<file path="src/rtl/gfTowerPkg.sv">
package gfTowerPkg;
  localparam int FULL_W = 12;
  localparam int SUB_W = FULL_W / 2;
  localparam logic [SUB_W:0] SUB_POLY = 7'h43;
  localparam logic [SUB_W-1:0] EXT_CONST = 6'h21;
  localparam logic [FULL_W-1:0] STEP_CONST = 12'hE01;

  typedef struct packed {
    logic capture;
    logic useStep;
    logic forceOne;
  } mulStrobe_t;
endpackage

</file>
<file path="src/rtl/gfSubMul.sv">
module gfSubMul #(
  parameter int W = gfTowerPkg::SUB_W,
  parameter logic [W:0] POLY = gfTowerPkg::SUB_POLY
) (
  input  logic [W-1:0] x,
  input  logic [W-1:0] y,
  output logic [W-1:0] z
);
  logic [W:0] shifted;
  logic [W-1:0] acc;

  always_comb begin
    acc = '0;
    shifted = {1'b0, y};
    for (int i = 0; i < W; i++) begin
      if (x[i]) acc = acc ^ shifted[W-1:0];
      shifted = {shifted[W-1:0], 1'b0};
      if (shifted[W]) shifted = shifted ^ POLY;
    end
    z = acc;
  end
endmodule

</file>
<file path="src/rtl/gfMulCtrl.sv">
module gfMulCtrl #(
  parameter int W = gfTowerPkg::FULL_W
) (
  input  logic inValid,
  input  logic stepMode,
  input  logic [W-1:0] opA,
  output gfTowerPkg::mulStrobe_t strobe
);
  always_comb begin
    strobe.capture = inValid;
    strobe.useStep = stepMode;
    strobe.forceOne = stepMode && (opA == '0);
  end
endmodule

</file>
<file path="src/rtl/gfMulPath.sv">
module gfMulPath #(
  parameter int W = gfTowerPkg::FULL_W,
  parameter bit REGISTER_OUT = 1'b1
) (
  input  logic clk,
  input  logic rstN,
  input  gfTowerPkg::mulStrobe_t strobe,
  input  logic [W-1:0] opA,
  input  logic [W-1:0] opB,
  output logic [W-1:0] product,
  output logic outValid
);
  import gfTowerPkg::*;
  localparam int H = W / 2;

  logic [W-1:0] effB;
  logic [H-1:0] aHi, aLo, bHi, bLo;
  logic [H-1:0] crossProd, lowProd, highProd, foldedProd;
  logic [W-1:0] towerProd, combOut;

  assign effB = strobe.useStep ? STEP_CONST : opB;
  assign aHi = opA[W-1:H];
  assign aLo = opA[H-1:0];
  assign bHi = effB[W-1:H];
  assign bLo = effB[H-1:0];

  gfSubMul #(.W(H)) uCross (.x(aHi ^ aLo), .y(bHi ^ bLo), .z(crossProd));
  gfSubMul #(.W(H)) uLow   (.x(aLo),       .y(bLo),       .z(lowProd));
  gfSubMul #(.W(H)) uHigh  (.x(aHi),       .y(bHi),       .z(highProd));
  gfSubMul #(.W(H)) uFold  (.x(highProd),  .y(EXT_CONST), .z(foldedProd));

  assign towerProd = {crossProd ^ lowProd, foldedProd ^ lowProd};
  assign combOut = strobe.forceOne ? W'(1) : towerProd;


  zero_operand_chk: assert property (@(posedge clk) disable iff (!rstN)
    (!strobe.useStep && (opA == '0 || opB == '0)) |-> (towerProd == '0));


  identity_operand_chk: assert property (@(posedge clk) disable iff (!rstN)
    (!strobe.useStep && opB == W'(1)) |-> (towerProd == opA));

  generate
    if (REGISTER_OUT) begin : gRegOut
      always_ff @(posedge clk or negedge rstN) begin
        if (!rstN) begin
          product <= '0;
          outValid <= 1'b0;
        end else begin
          outValid <= strobe.capture;
          if (strobe.capture) product <= combOut;
        end
      end


      capture_latency_chk: assert property (@(posedge clk) disable iff (!rstN)
        strobe.capture |=> (product == $past(combOut) && outValid));


      hold_when_idle_chk: assert property (@(posedge clk) disable iff (!rstN)
        !strobe.capture |=> ($stable(product) && !outValid));


      step_zero_one_chk: assert property (@(posedge clk) disable iff (!rstN)
        (strobe.capture && strobe.useStep && opA == '0) |=> (product == W'(1)));
    end else begin : gCombOut
      assign product = combOut;
      assign outValid = strobe.capture;
    end
  endgenerate
endmodule

</file>
<file path="src/rtl/gfTowerMul.sv">
module gfTowerMul #(
  parameter int DATA_W = gfTowerPkg::FULL_W,
  parameter bit REGISTER_OUT = 1'b1
) (
  input  logic clk,
  input  logic rstN,
  input  logic inValid,
  input  logic stepMode,
  input  logic [DATA_W-1:0] opA,
  input  logic [DATA_W-1:0] opB,
  output logic [DATA_W-1:0] product,
  output logic outValid
);
  gfTowerPkg::mulStrobe_t strobe;

  gfMulCtrl #(.W(DATA_W)) uCtrl (
    .inValid(inValid), .stepMode(stepMode), .opA(opA), .strobe(strobe)
  );

  gfMulPath #(.W(DATA_W), .REGISTER_OUT(REGISTER_OUT)) uPath (
    .clk(clk), .rstN(rstN), .strobe(strobe), .opA(opA), .opB(opB),
    .product(product), .outValid(outValid)
  );
endmodule

</file>
<file path="config.mk">
export PLATFORM = sky130hd
export DESIGN_NAME = gfTowerMul
export DESIGN_NICKNAME = d
export VERILOG_FILES = /design/src/rtl/gfTowerPkg.sv /design/src/rtl/gfSubMul.sv /design/src/rtl/gfMulCtrl.sv /design/src/rtl/gfMulPath.sv /design/src/rtl/gfTowerMul.sv
export SDC_FILE = /design/constraint.sdc
export NUM_CORES = 1
export LEC_CHECK = 0
export BUFFER_PORTS_ARGS = -buffer_cell sky130_fd_sc_hd__buf_4
export CELL_PAD_IN_SITES_DETAIL_PLACEMENT = 1
export CELL_PAD_IN_SITES_GLOBAL_PLACEMENT = 2
export CORE_ASPECT_RATIO = 0.9
export CORE_MARGIN = 2
export CORE_UTILIZATION = 25
export CTS_BUF_LIST = sky130_fd_sc_hd__clkbuf_2
export CTS_CLUSTER_SIZE = 8
export DETAILED_ROUTE_END_ITERATION = 10
export GPL_TIMING_DRIVEN = 0
export PLACE_DENSITY = 0.73
export SLEW_MARGIN = 20
export SYNTH_ARGS = -nofsm -noshare
export SYNTH_HDL_FRONTEND = slang
export SYNTH_SLANG_ARGS = --single-unit
</file>
<file path="constraint.sdc">
create_clock -name clk -period 0.8 [get_ports clk]
set_input_delay 0.08 -clock clk [delete_from_list [all_inputs] [get_ports clk]]
set_output_delay 0.08 -clock clk [all_outputs]
set_load 0.01 [all_outputs]
</file>
## Yosys cells after proc, flatten, opt, wreduce, memory -nomap -nowiden

Cells that the tools add are included.

| word-level totals | value |
|---|---|
| bits in registers | 13 |
| input port bits | 28 |
| word-level logic and storage cells | 84 |
| output and inout port bits | 13 |

| cells by class | value |
|---|---|
| mux-type cells | 41 |
| bitwise operators | 39 |
| reductions and logical operators | 2 |

Operator list:

| operator | number |
|---|---|
| 2-to-1 mux 6 bit | 19 |
| bitwise XOR 6 bit | 19 |
| 2-to-1 mux 2 bit | 16 |
| NOT 2 bit | 15 |
| 2-to-1 mux 12 bit | 2 |
| zero test 12 bit | 1 |
| 2-to-1 mux 5 bit | 1 |
| NOT 1 bit | 5 |
| 2-to-1 mux 4 bit | 1 |
| 2-to-1 mux 3 bit | 1 |
| logical AND 1 bit | 1 |
| 2-to-1 mux 1 bit | 1 |

## Depth between registers and ports, before layout

| logic depth | value |
|---|---|
| depth in word-level cells | 22 |
| gate-level depth with buffers | 10 |
| gate-level depth less buffers | 7 |

## Cells and area by module

Synthesis repeated with hierarchy kept, for this count alone.

| second synthesis, totals | value |
|---|---|
| cell total of the unflattened synthesis | 419 |
| area total of the unflattened synthesis | 3115.5 µm² |

Modules (own cells, without submodules):

| module | cells each | area an instance (µm²) | instances | seq. area each (µm²) |
|---|---|---|---|---|
| gfSubMul | 82 | 549.3 | 4 | 0.0 |
| gfMulPath | 84 | 870.8 | 1 | 325.3 |
| gfMulCtrl | 7 | 47.5 | 1 | 0.0 |

## Worst setup path before layout

Ideal clock, no wire load.

| timing | value |
|---|---|
| path type | input to register |
| start | in opB[1] |
| end | reg uPath.product[0] |
| slack | -1.211 ns |
| arrival | 1.890 ns |
| stages | 8 |
| data required time | 0.679 ns |
| buffers on the path | 1 |
| cell sequence | buf_2 -> nand2_1 -> xnor3_1 -> xnor2_1 -> mux2_4 -> o22ai_2 -> xnor3_1 -> o22a_1 |

| between the ends | value |
|---|---|
| cells in the longest elaborated chain, start to end | 6 |

Ends and longest elaborated chain:

| element | line | source |
|---|---|---|
| start: declaration | gfTowerMul.sv:10 | `input logic [DATA_W-1:0] opB,` |
| 2-to-1 mux 12 bit | gfMulPath.sv:21 | `assign effB = strobe.useStep ? STEP_CONST : opB;` |
| 2-to-1 mux 2 bit | gfSubMul.sv:18 | `if (shifted[W]) shifted = shifted ^ POLY;` |
| bitwise XOR 6 bit | gfSubMul.sv:16 | `if (x[i]) acc = acc ^ shifted[W-1:0];` |
| 2-to-1 mux 6 bit | gfSubMul.sv:16 |  |
| bitwise XOR 6 bit | gfMulPath.sv:32 | `assign towerProd = {crossProd ^ lowProd, foldedProd ^ lowProd};` |
| 2-to-1 mux 12 bit | gfMulPath.sv:33 | `assign combOut = strobe.forceOne ? W'(1) : towerProd;` |
| end signal: assignment | gfMulPath.sv:51 | `if (strobe.capture) product <= combOut;` |
| end: declaration | gfMulPath.sv:10 | `output logic [W-1:0] product,` |

Every way passes these cells.
A chain may end at the register's enable or synchronous reset.

## Worst setup path in the final report

| timing | value |
|---|---|
| start | in opB[2] |
| end | reg uPath.product[1] |

| between the ends | value |
|---|---|
| cells in the longest elaborated chain, start to end | 8 |
| elaborated cells on any way between the ends | 10 |
| classes of those cells | 6 x mux; 4 x bitwise |

Ends and longest elaborated chain:

| element | line |
|---|---|
| 2-to-1 mux 12 bit * | gfMulPath.sv:21 |
| 2-to-1 mux 2 bit * | gfSubMul.sv:18 |
| bitwise XOR 6 bit or NOT 2 bit (tied branches) | - |
| 2-to-1 mux 6 bit or 2-to-1 mux 2 bit (tied branches) | gfSubMul.sv:16, gfSubMul.sv:18 |
| bitwise XOR 6 bit | gfSubMul.sv:16 |
| 2-to-1 mux 6 bit * | gfSubMul.sv:16 |
| bitwise XOR 6 bit * | gfMulPath.sv:32 |
| 2-to-1 mux 12 bit * | gfMulPath.sv:33 |

Mark *: on every way between the ends. The rest lies on a longest branch, timed or not.

==> run_results.csv <==
group,metric,value,unit
status,status,"finished with violations",
status,violations,"setup timing",
place,dp_hpwl,8.09,mm
die,die_y,106,um
synthesis,yosys.area.top_type,"xnor2_1",
critical_path,cp.required,1.01,ns
synthesis,yosys_warnings,0,
timing,fin_ws,-0.934,ns
grt,grt_usage,18.7,%
timing,skew,0,ns
route,drtIter0Drc,131,
grt,grt_max_degree,14,
critical_path,critical_path.max_fanout,5,
die,dieArea,12300,um^2
critical_path,worst_r2r_endpoint,"uPath.product[0]",
power,p_leak,2.08,nW
worst_hold_path,hold_path.startpoint,"inValid",
grt,antenna_found_initial,0,
clock_network,clkTransAtPathRegs,0.13,ns
synthesis,synth_seq_cells,13,
die,fp.dieW,117,um
synthesis,synth_edf_count,0,
die,start_util,25.4,%
timing,relSlewSlack,60.8,%
run,maxCapViolations,0,
worst_hold_path,hold_class,"primary input to flip-flop",
power,p_per_area,1370,nW/um^2
finish,post-route-util,44.7,%
critical_path,start_kind,"primary input",
critical_path,r2r_cells,2,
route,vias_per_cell,5.04,
timing,finalCritPeriodShare,217,%
synthesis,synthTopCellsByArea,"xnor2_1, dfrtp_1, xnor3_1",
die,fp-row-count,37,
route,vias,3104,
finish,syn_to_final_growth,75.9,%
clock_network,root_buffer,"clkbuf_2",
finish,final_area,5040,um^2
grt,grt_pass1_vias,3225,
critical_path,arrival,1.94,ns
route,drt-wirelength-per-cell,19.0,um
synthesis,synth_top_area_share,18.9,%
route,antenna_left,0,
critical_path,worst_setup_path_end_kind,"flip-flop",
die,io-pin-count,41,
place,numPortBuffers,28,
clock_network,cts-htree-levels,1,
finish,drive_gt1_share,47.2,%
finish,final_cells,616,
worst_hold_path,min_to,"uPath.product[1]",
grt,gr-total-overflow,0,
synthesis,synth.avg_cell_area,7.41,um^2
synthesis,yosysMostFrequentCell,"xnor2_1",
place,dp_cells,571,
place,gp_congestion,0.858,
timing,timing.final.crit_period,1.73,ns
place,postPlaceCellArea,3720,um^2
timing,tightest_slew,0.587,ns
clock_network,cts_buffers,3,
synthesis,yosys-top-cells-count,"xnor2_1, nand2_1, buf_2",
synthesis,syn_inst,387,
synthesis,synth_ff_type,"dfrtp_1",
clock_network,clkSinkCount,13,
grt,grt_pass1_wl,17.9,mm
timing,finalMaxSlewViolations,0,
die,core_area,11300,um^2
clock_network,tritoncts,"built",
clock_network,clock_latency,0.28,ns
critical_path,r2r-start,"uPath.product[0]",
synthesis,syn-num-nets,415,
timing,fmax,0.577,GHz
synthesis,ys_types,53,
clock_network,clock_path_buffers,2,
synthesis,ys_async_sr_fraction,100,%
finish,diodes,0,
power,ir_drop,0.554,mV
timing,setup_viol_count_final,25,
timing,rsz0062_at_grt,"true",
synthesis,ys_seq_area_share,11.3,%
worst_hold_path,hold_depth,2,
route,drt-pass1-iter-count,4,
synthesis,synthesis.area,2870,um^2
critical_path,critical_path_class,"primary input to flip-flop",
route,drc,0,
critical_path,rrSetupSlack,-0.05,ns
timing,finalHoldViolCount,0,
route,totalWireLength,11.7,mm
finish,nets,489,
stage by stage:
stage / setup slack, ns / setup TNS [ns] / power (W) / hold slack, ns
floorplan: -0.977 / -9.55 / 0.00385 / -0.216
global placement: -1.32 / -14.04 / 0.00495 / -0.0677
detailed placement: -1.33 / -14.25 / 0.00501 / -0.0630
CTS: -0.896 / -10.24 / 0.00641 / 0.0526
global route: -0.948 / -11.84 / 0.00737 / 0.0288
finish: -0.934 / -10.65 / 0.00690 / 0.0536
worst max-delay path by stage:
stage                       from          endpoint  slack (ns)
after floorplan           opB[3]  uPath.product[0]       -0.98
after global placement    opA[1]  uPath.product[1]       -1.32
after detailed placement  opB[4]  uPath.product[1]       -1.33
after CTS                 opA[1]  uPath.product[1]       -0.90
after global routing      opB[4]  uPath.product[9]       -0.95
final                     opB[2]  uPath.product[1]       -0.93
sequential cells by signal (all words and copies together), names as in the netlist:
name and cells:
uPath.outValid 1, uPath.product 12
cell families (layout without fill, tap and decap cells):
group,Yosys count,count (layout),share of synthesized area (%)
buffers and inverters,56,129,8.60
AOI/OAI and AO/OA,88,88,20.3
muxes,9,9,3.32
DFF,13,13,11.3
and+or+nand+nor,124,124,21.0
xor gates and xnor gates,97,97,35.4
layout make-up:
class | instances | area (um^2)
buffer | 38 | 528
tap | 156 | 195
sequential | 13 | 325
fill | 1310 | 6250
clock buffer | 4 | 20.0
timing repair buffer | 70 | 785
multi-input combinational | 318 | 3120
inverter | 17 | 70.1
layer usage:
layer  global-route usage, %  vias to the layer above  wire length (um)
met5                       0                        -                 0
met2                    30.6                       51              5640
met1                    27.0                     1557              5580
met4                    3.45                        0               246
met3                    1.55                       14               229
li1                        -                     1482                 -
cell usage in the layout, fill, tap and decap left out, types with 11 or more instances in the layout:
cell	n
nand2_1	42
buf_4	39
xnor2_1	34
buf_6	31
xnor2_2	19
o22ai_1	16
inv_1	15
buf_12	14
dfrtp_1	13
nor2_1	11
xor2_1	11
power by group:
| part | leakage (nW) | switching [W] | internal, W |
|---|---|---|---|
| sequential | 0.156 | 0.000182 | 0.000914 |
| combinational | 1.91 | 0.00242 | 0.00302 |
| clock | 0.0166 | 0.000234 | 0.000133 |
worst max-delay path, cell delays in order:
cell,delay (ns)
buf_12,0.11
buf_12,0.13
nand2b_4,0.13
xnor2_1,0.12
a31oi_1,0.13
xnor3_2,0.50
xor2_2,0.18
or4b_4,0.48
o221ai_2,0.07
repair_timing:
action | CTS | global route
cloned | 2 | 1
hold endpoints to repair | 14 | 0
setup buffers | 22 | 15
hold buffers | 2 | 0
pin swaps | 53 | 47
gates resized for setup | 120 | 60
endpoints found under the setup margin | 25 | 25
Power figures use the tool's default switching activity.
